<file path="config.mk">
export PLATFORM = sky130hd
export DESIGN_NAME = ssp_pwm_top
export DESIGN_NICKNAME = d
export VERILOG_FILES = /design/src/rtl/ssp_pkg.sv /design/src/rtl/ssp_rst_sync.sv /design/src/rtl/ssp_carrier.sv /design/src/rtl/ssp_duty_ramp.sv /design/src/rtl/ssp_gate.sv /design/src/rtl/ssp_pwm_top.sv
export SDC_FILE = /design/constraint.sdc
export NUM_CORES = 1
export LEC_CHECK = 0
export CAP_MARGIN = 0
export CORE_UTILIZATION = 55
export DETAILED_ROUTE_END_ITERATION = 6
export PLACE_DENSITY = 0.78
export SETUP_SLACK_MARGIN = 0.3
export SYNTH_ARGS = -nofsm -noshare
export SYNTH_HDL_FRONTEND = slang
export SYNTH_HIERARCHICAL = 1
export SYNTH_SLANG_ARGS = --single-unit
</file>
<file path="constraint.sdc">
create_clock -name clk -period 2 [get_ports clk]
set_input_delay 0.4 -clock clk [delete_from_list [all_inputs] [get_ports clk]]
set_output_delay 0.4 -clock clk [all_outputs]
set_load 0.03 [all_outputs]
</file>
<file path="src/rtl/ssp_pkg.sv">
package ssp_pkg;

  // Smaller of two unsigned tick values
  function automatic int unsigned ssp_min(input int unsigned a, input int unsigned b);
    return (a < b) ? a : b;
  endfunction

  // Width that holds 0 .. n-1, never below one bit
  function automatic int unsigned ssp_width(input int unsigned n);
    return (n <= 2) ? 1 : $clog2(n);
  endfunction

endpackage

</file>
<file path="src/rtl/ssp_rst_sync.sv">
module ssp_rst_sync #(
  parameter int unsigned STAGES = 2
) (
  input  logic clk,
  input  logic rst_n,
  output logic rst_n_sync
);

  logic [STAGES-1:0] chain_q;
  logic [STAGES-1:0] chain_d;

  always_comb begin
    chain_d = {chain_q[STAGES-2:0], 1'b1};
  end

  always_ff @(posedge clk or negedge rst_n) begin
    if (!rst_n) chain_q <= '0;
    else        chain_q <= chain_d;
  end

  assign rst_n_sync = chain_q[STAGES-1];

endmodule

</file>
<file path="src/rtl/ssp_carrier.sv">
module ssp_carrier #(
  parameter int unsigned PERIOD = 8000,
  parameter int unsigned CNT_W  = 13
) (
  input  logic             clk,
  input  logic             rst_n,
  output logic [CNT_W-1:0] cnt,
  output logic             wrap
);

  localparam logic [CNT_W-1:0] LAST = CNT_W'(PERIOD - 1);

  logic [CNT_W-1:0] cnt_q;
  logic [CNT_W-1:0] cnt_d;

  always_comb begin
    wrap  = (cnt_q == LAST);
    cnt_d = wrap ? '0 : cnt_q + 1'b1;
  end

  always_ff @(posedge clk or negedge rst_n) begin
    if (!rst_n) cnt_q <= '0;
    else        cnt_q <= cnt_d;
  end

  assign cnt = cnt_q;

endmodule

</file>
<file path="src/rtl/ssp_duty_ramp.sv">
module ssp_duty_ramp #(
  parameter int unsigned CEIL  = 7200,
  parameter int unsigned STEP  = 80,
  parameter int unsigned CNT_W = 13
) (
  input  logic             clk,
  input  logic             rst_n,
  input  logic             en,
  input  logic             hall_evt,
  input  logic [CNT_W-1:0] duty_cmd,
  output logic [CNT_W-1:0] duty_app
);

  localparam logic [CNT_W-1:0] CEIL_T = CNT_W'(CEIL);
  localparam logic [CNT_W:0]   STEP_T = (CNT_W+1)'(STEP);

  logic [CNT_W-1:0] duty_q;
  logic [CNT_W-1:0] duty_d;
  logic             duty_we;
  logic [CNT_W-1:0] target;
  logic [CNT_W:0]   stepped;
  logic             go_down;
  logic             go_up;

  always_comb begin
    target  = (duty_cmd > CEIL_T) ? CEIL_T : duty_cmd;
    stepped = {1'b0, duty_q} + STEP_T;
    go_down = (target < duty_q);
    go_up   = hall_evt && (target > duty_q);
    duty_we = !en || go_down || go_up;
    if (!en) begin
      duty_d = '0;
    end else if (go_down) begin
      duty_d = target;
    end else if (go_up) begin
      duty_d = (stepped > {1'b0, target}) ? target : stepped[CNT_W-1:0];
    end else begin
      duty_d = duty_q;
    end
  end

  always_ff @(posedge clk or negedge rst_n) begin
    if (!rst_n)       duty_q <= '0;
    else if (duty_we) duty_q <= duty_d;
  end

  assign duty_app = duty_q;

endmodule

</file>
<file path="src/rtl/ssp_gate.sv">
module ssp_gate #(
  parameter int unsigned CNT_W = 13
) (
  input  logic             clk,
  input  logic             rst_n,
  input  logic             en,
  input  logic             ilim,
  input  logic             wrap,
  input  logic [CNT_W-1:0] cnt,
  input  logic [CNT_W-1:0] duty_app,
  output logic             pwm_out
);

  logic trip_q;
  logic trip_d;
  logic pwm_q;
  logic pwm_d;

  always_comb begin
    // Latch a trip for the rest of the period; the wrap cycle clears it
    trip_d = en && (ilim || (trip_q && !wrap));
    pwm_d  = en && !ilim && !trip_q && (cnt < duty_app);
  end

  always_ff @(posedge clk or negedge rst_n) begin
    if (!rst_n) begin
      trip_q <= 1'b0;
      pwm_q  <= 1'b0;
    end else begin
      trip_q <= trip_d;
      pwm_q  <= pwm_d;
    end
  end

  assign pwm_out = pwm_q;

endmodule

</file>
<file path="src/rtl/ssp_pwm_top.sv">
module ssp_pwm_top #(
  parameter int unsigned PERIOD = 8000,
  parameter int unsigned CEIL   = 7200,
  parameter int unsigned STEP   = 80,
  parameter int unsigned CNT_W  = ssp_pkg::ssp_width(PERIOD)
) (
  input  logic             clk,
  input  logic             rst_n,
  input  logic             en,
  input  logic [CNT_W-1:0] duty_cmd,
  input  logic             hall_evt,
  input  logic             ilim,
  output logic             pwm_out
);

  localparam int unsigned CEIL_EFF = ssp_pkg::ssp_min(CEIL, PERIOD - 1);

  logic             rst_n_i;
  logic [CNT_W-1:0] cnt;
  logic             wrap;
  logic [CNT_W-1:0] duty_app;

  ssp_rst_sync #(.STAGES(2)) u_rst (
    .clk        (clk),
    .rst_n      (rst_n),
    .rst_n_sync (rst_n_i)
  );

  ssp_carrier #(.PERIOD(PERIOD), .CNT_W(CNT_W)) u_car (
    .clk   (clk),
    .rst_n (rst_n_i),
    .cnt   (cnt),
    .wrap  (wrap)
  );

  ssp_duty_ramp #(.CEIL(CEIL_EFF), .STEP(STEP), .CNT_W(CNT_W)) u_ramp (
    .clk      (clk),
    .rst_n    (rst_n_i),
    .en       (en),
    .hall_evt (hall_evt),
    .duty_cmd (duty_cmd),
    .duty_app (duty_app)
  );

  ssp_gate #(.CNT_W(CNT_W)) u_gate (
    .clk      (clk),
    .rst_n    (rst_n_i),
    .en       (en),
    .ilim     (ilim),
    .wrap     (wrap),
    .cnt      (cnt),
    .duty_app (duty_app),
    .pwm_out  (pwm_out)
  );

endmodule

</file>
==> results of run 1 <==
-- layout make-up --
cell class	instances	area, µm²
Inverter	37	139
Clock inverter	1	5.00
Tap cell	67	83.8
Sequential cell	30	752
Timing Repair Buffer	94	796
Fill cell	278	858
Clock buffer	7	86.3
Multi-Input combinational cell	234	2000
-- power breakdown --
part | switching, µW | leakage [µW] | internal [µW]
combinational | 878 | 0.00135 | 895
sequential | 60.4 | 0.000394 | 671
clock | 225 | 0.0000482 | 277
-- synthesized netlist by cell type (2+ instances only) --
master and instances:
mux2i_1 7, xor2_1 2, and2_1 4, o21ai_0 16, o2bb2ai_1 2, and3_1 3
nor2_1 15, dfrtp_1 30, xnor2_1 10, a21oi_1 15, a31oi_1 9, clkbuf_1 5
nand4_1 6, nor4b_2 2, o22ai_1 7, nor3_1 7, or3_1 3, o21a_1 3
nor4_1 2, a31o_2 2, inv_1 37, ha_1 34, nand3b_1 2, nand2b_1 3
nand2_1 23, nor2b_1 7, a21o_1 4, nand3_1 8, o41ai_1 2, o211ai_1 4
-- critical path: cells and delay by family --
| family | cells | cell delay (ns) |
|---|---|---|
| buf+inv | 4 | 0.66 |
| fa+ha+maj | 1 | 0.22 |
| simple gates | 2 | 0.63 |
| compound gates | 6 | 1.34 |
| mux | 1 | 0.26 |
-- through the flow --
step                      setup TNS (ns)   util
after floorplan                   -15.45      -
after global placement            -23.22  0.736
after detailed placement          -23.93  0.736
after CTS                         -15.53  0.783
after global routing              -17.93  0.818
final                             -17.06  0.818
-- sequential cells by signal, summed over array words and instances (netlist names) --
signal,count
u_car/cnt,13
u_ramp/duty_app,13
u_rst/chain_q,2
u_gate/pwm_out,1
u_gate/trip_q,1
-- how the worst min path moves through the flow --
stage	start	endpoint	slack, ns
2_1_floorplan	rst_n	u_rst/chain_q[0]$_DFF_PN0_	0.10
3_3_place_gp	u_rst/chain_q[1]$_DFF_PN0_	u_car/cnt[1]$_DFF_PN0_	0.25
3_5_place_dp	u_rst/chain_q[1]$_DFF_PN0_	u_car/cnt[1]$_DFF_PN0_	0.26
4_1_cts	u_rst/chain_q[1]$_DFF_PN0_	u_car/cnt[1]$_DFF_PN0_	0.27
5_1_grt	rst_n	u_rst/chain_q[1]$_DFF_PN0_	0.28
6_report	u_rst/chain_q[1]$_DFF_PN0_	u_car/cnt[4]$_DFF_PN0_	0.25
-- timing repair --
item	4_1_cts	5_1_grt
pin swaps	20	22
buffers inserted	4	5
setup endpoints to repair	13	18
resized for setup	38	28
cloned	1	0
hold buffers	0	0
-- logic make-up after synthesis --
logic type | share of synthesized area
muxes | 0.0300
adders and majority gates | 0.160
AOI/OAI and AO/OA | 0.193
DFF | 0.277
buffers and inverters | 0.0705
and+or+nand+nor | 0.229
xor gates and xnor gates | 0.0387
other | 0.00138
-- layer usage --
layer | share of wire | global-route usage | vias up
met2 | 0.50 | 0.553 | 154
met5 | 0 | 0 | -
met4 | 0.049 | 0.113 | 0
met3 | 0.055 | 0.0639 | 38
met1 | 0.40 | 0.379 | 1389
li1 | - | - | 1304
==> impl_metrics.json, run 1 <==
{
  "via_per_inst": 6.14,
  "grt-ovfl-total": 0,
  "skew_ns": 0.00459,
  "drv_slew": 0,
  "cp_cell_sequence": "dlygate4sd2_1 -> or4_4 -> o21ai_4 -> nand2b_4 -> buf_4 -> inv_2 -> ha_4 -> a2111oi_4 -> o211ai_1 -> a31o_2 -> a21oi_4 -> buf_12 -> mux2i_2 -> o21ai_1",
  "instances_no_fill": 470,
  "io_pins": 19,
  "crit_start": "duty_cmd[8]",
  "nets": 454,
  "fin_crit_ns": 3.36,
  "cp_slowest_stage_delay_ns": 0.52,
  "syn_inst": 309,
  "grt_pass1_wl_um": 12700,
  "preCtsSetupSlack_ns": -1.90,
  "ys_types": 65,
  "startpoint_type": "primary input",
  "cp.required_ns": 2.16,
  "initial_utilization": 0.575,
  "p_leak_uw": 0.00179,
  "clockRootBuffer": "clkbuf_8",
  "rr_startpoint": "u_ramp/duty_app[5]$_DFFE_PN0P_",
  "p_total_uw": 3010,
  "final_cell_mix": "71 x buf_4, 36 x inv_1, 30 x ha_1",
  "syn_nets": 361,
  "placed_area_mm2": 0.00347,
  "hold_viol": 0,
  "place_inst": 452,
  "stdcell_area_mm2": 0.00386,
  "first_global_vias": 2809,
  "grt_max_degree": 29,
  "num_rows": 25,
  "areaGrowthSynthToFinish_pct": 42.4,
  "gp_congestion": 0.873,
  "wl_per_cell_um": 18.8,
  "die_x_um": 72.2,
  "ff2ff_path_depth": 14,
  "synth_edf_count": 0,
  "hold_slack_ns": 0.250,
  "syn_area_mm2": 0.00271,
  "core_mm2": 0.00472,
  "yosys-top-cells-area": "dfrtp_1 28%, ha_1 16%, inv_1 5.1%",
  "yosysTopAreaCellShare": 0.277,
  "synth_top_area_cell": "dfrtp_1",
  "fmax_ghz": 0.298,
  "status": "finished with violations",
  "antenna_found_initial": 0,
  "slowest_stage": "or4_4",
  "maxCapViolations": 0,
  "port_buffers": 18,
  "violations": "negative setup slack",
  "drt_wl_total_um": 8860,
  "async_flop_share": 1.00,
  "drtIter0Drc": 257,
  "grt_usage": 0.314,
  "ys_ff_latch": 30,
  "vias": 2885,
  "mostFrequentLayoutCell": "buf_4",
  "cts.path.max_buffers": 2,
  "insertion_delay_ns": 0.28,
  "clk_pin_slew_ns": 0.06,
  "setup_viol": 13,
  "cts_tree": "done",
  "diodes": 0,
  "worstSetupPathType": "in2reg",
  "fp.dieArea_mm2": 0.00522,
  "hold_class": "reg2async",
  "fin_ws_ns": -1.36,
  "p_per_area_mw_per_mm2": 778,
  "worstPathArrival_ns": 3.51,
  "ys_seq_area_frac": 0.277,
  "route.detailed.drc": 0,
  "numCtsBuffers": 5,
  "hpwl_um": 5460,
  "synthFlopType": "dfrtp_1",
  "yosysWarnings": 6,
  "die_y_um": 72.2,
  "dr.pass1.iters": 5,
  "peakVddDrop_mv": 0.628,
  "avgSynthCellArea_um2": 8.78,
  "h-tree-depth": 2,
  "r2r_setup_slack_ns": -1.06,
  "ant_nets": 0,
  "slew-limit-headroom": 0.642,
  "layout-drive-gt1-share": 0.350,
  "fin_crit_sh": 1.68,
  "worstMarginPinSlew_ns": 0.531,
  "rsz0062_at_grt": "true",
  "clkSinkCount": 30,
  "endpoint_kind": "flip-flop",
  "critPathMaxFanout": 8,
  "reg2reg_to": "u_ramp/duty_app[2]$_DFFE_PN0P_",
  "crit_end": "u_ramp/duty_app[5]$_DFFE_PN0P_"
}
Power figures use the tool's default switching activity.
==> run 2: changes to the inputs <==
--- a/config.mk
+++ b/config.mk
@@ -7,6 +7,7 @@
 export LEC_CHECK = 0
 export CAP_MARGIN = 0
 export CORE_UTILIZATION = 55
+export CTS_CLUSTER_SIZE = 40
 export DETAILED_ROUTE_END_ITERATION = 6
 export PLACE_DENSITY = 0.78
 export SETUP_SLACK_MARGIN = 0.3
==> results of run 2 <==
Final layout, timing and power as in run 1 (identical DEF).
==> run 3: changes to the inputs <==
--- a/config.mk
+++ b/config.mk
@@ -9,7 +9,8 @@
 export CORE_UTILIZATION = 55
 export CTS_CLUSTER_SIZE = 40
 export DETAILED_ROUTE_END_ITERATION = 6
-export PLACE_DENSITY = 0.78
+export DONT_BUFFER_PORTS = 1
+export PLACE_DENSITY = 0.73
 export SETUP_SLACK_MARGIN = 0.3
 export SYNTH_ARGS = -nofsm -noshare
 export SYNTH_HDL_FRONTEND = slang
==> impl_metrics.json, run 3 (synthesis gave the netlist of run 1 again) <==
{
  "critPathMaxFanout": 9,
  "gp_congestion": 0.867,
  "layout-drive-gt1-share": 0.313,
  "multi_input_area_mm2": 0.00186,
  "final_core_util": 0.754,
  "rsz0062_at_grt": "true",
  "endpoint_kind": "flip-flop",
  "die_y_um": 72.2,
  "insertion_delay_ns": 0.28,
  "fp.dieArea_mm2": 0.00522,
  "fmax_ghz": 0.312,
  "p_leak_uw": 0.00168,
  "drv_slew": 0,
  "maxCapViolations": 0,
  "worstPathArrival_ns": 3.36,
  "fin_ws_ns": -1.20,
  "wl_per_cell_um": 15.5,
  "rr_startpoint": "u_ramp/duty_app[5]$_DFFE_PN0P_",
  "status": "finished with violations",
  "via_per_inst": 5.72,
  "antenna_found_initial": 0,
  "ant_nets": 0,
  "vias": 2573,
  "grt_usage": 0.284,
  "final_cell_mix": "69 x buf_4, 37 x inv_1, 34 x ha_1",
  "hold_viol": 0,
  "p_per_area_mw_per_mm2": 808,
  "skew_ns": 0.00559,
  "clk_pin_slew_ns": 0.07,
  "diodes": 0,
  "clkSinkCount": 30,
  "mostFrequentLayoutCell": "buf_4",
  "areaGrowthSynthToFinish_pct": 31.2,
  "clockRootBuffer": "clkbuf_8",
  "drt_wl_total_um": 6980,
  "hold_start": "en",
  "cts.path.max_buffers": 2,
  "stdcell_area_mm2": 0.00356,
  "hold_class": "in2reg",
  "p_total_uw": 2880,
  "fin_crit_sh": 1.60,
  "route.detailed.drc": 0,
  "num_rows": 25,
  "setup_viol": 13,
  "io_pins": 19,
  "hpwl_um": 5390,
  "violations": "negative setup slack",
  "grt_pass1_wl_um": 11500,
  "h-tree-depth": 2,
  "grt_max_degree": 29,
  "cts_tree": "done",
  "worstSetupPathType": "in2reg",
  "initial_utilization": 0.575,
  "port_buffers": 0,
  "nFillCells": 353,
  "die_x_um": 72.2,
  "fin_crit_ns": 3.20,
  "placed_area_mm2": 0.00327,
  "peakVddDrop_mv": 0.608,
  "regArea_um2": 754,
  "hold_slack_ns": 0.240,
  "nets": 434,
  "numCtsBuffers": 5,
  "cp.required_ns": 2.15,
  "core_mm2": 0.00472,
  "dr.pass1.iters": 4,
  "drtIter0Drc": 131,
  "startpoint_type": "primary input",
  "crit_start": "duty_cmd[1]",
  "r2r_setup_slack_ns": -1.09,
  "preCtsSetupSlack_ns": -1.49,
  "first_global_vias": 2529,
  "grt-ovfl-total": 0
}
run 3: what timing repair did:
item	in CTS	in global routing
endpoints found under the setup margin	13	14
endpoints found under the hold margin	2	0
hold buffers	1	0
resized for setup	6	17
setup buffers	2	6
pin swaps	3	9
gates cloned	0	0
run 3: cell type report:
class                      count  area share
inverter                      37      0.0390
timing repair buffer          74       0.162
clock buffer                   6      0.0232
multi-input combinational    234       0.524
sequential                    30       0.212
tap                           67      0.0236
clock inverter                 2      0.0169
run 3: metal layers:
layer  share of wire  up-vias  GRT usage
li1                -     1263          -
met1            0.43     1218      0.361
met2            0.50       73      0.480
met3           0.041       19     0.0486
met4           0.027        0      0.111
met5               0        -          0
run 3: worst paths after layout:
kind,depth (start not counted),to
min in group asynchronous,1,u_car/cnt[0]$_DFF_PN0_
worst max-delay path,15,u_ramp/duty_app[9]$_DFFE_PN0P_
worst min register to register,1,u_car/cnt[0]$_DFF_PN0_
worst max register to register,15,u_ramp/duty_app[9]$_DFFE_PN0P_
max in group asynchronous,1,u_car/cnt[12]$_DFF_PN0_
worst min-delay path,1,u_gate/trip_q$_DFF_PN0_
run 3: metrics by stage:
step                setup TNS (ns)  std cells
finish                      -14.73        450
global route                -16.44        450
CTS                         -14.90        444
detailed placement          -18.60        433
global placement            -17.28        433
floorplan                   -15.45        309
run 3: critical path, stage by stage:
cell and delay (ns):
or4_4 0.53, nor2_4 0.11, nor2b_2 0.06, o21ai_2 0.20, nand2_1 0.11, ha_1 0.30, nor2b_4 0.14, or3_4 0.32
a21oi_2 0.13, o21ai_1 0.08, a31o_2 0.26, a21oi_4 0.23, buf_12 0.17, mux2i_1 0.20, o22ai_1 0.12
run 3: where the power goes:
| group | leakage, µW | total (µW) | internal [µW] | switching, µW |
|---|---|---|---|---|
| Sequential | 0.000390 | 735 | 671 | 64.2 |
| Clock | 0.0000714 | 765 | 531 | 233 |
| Combinational | 0.00121 | 1380 | 711 | 664 |
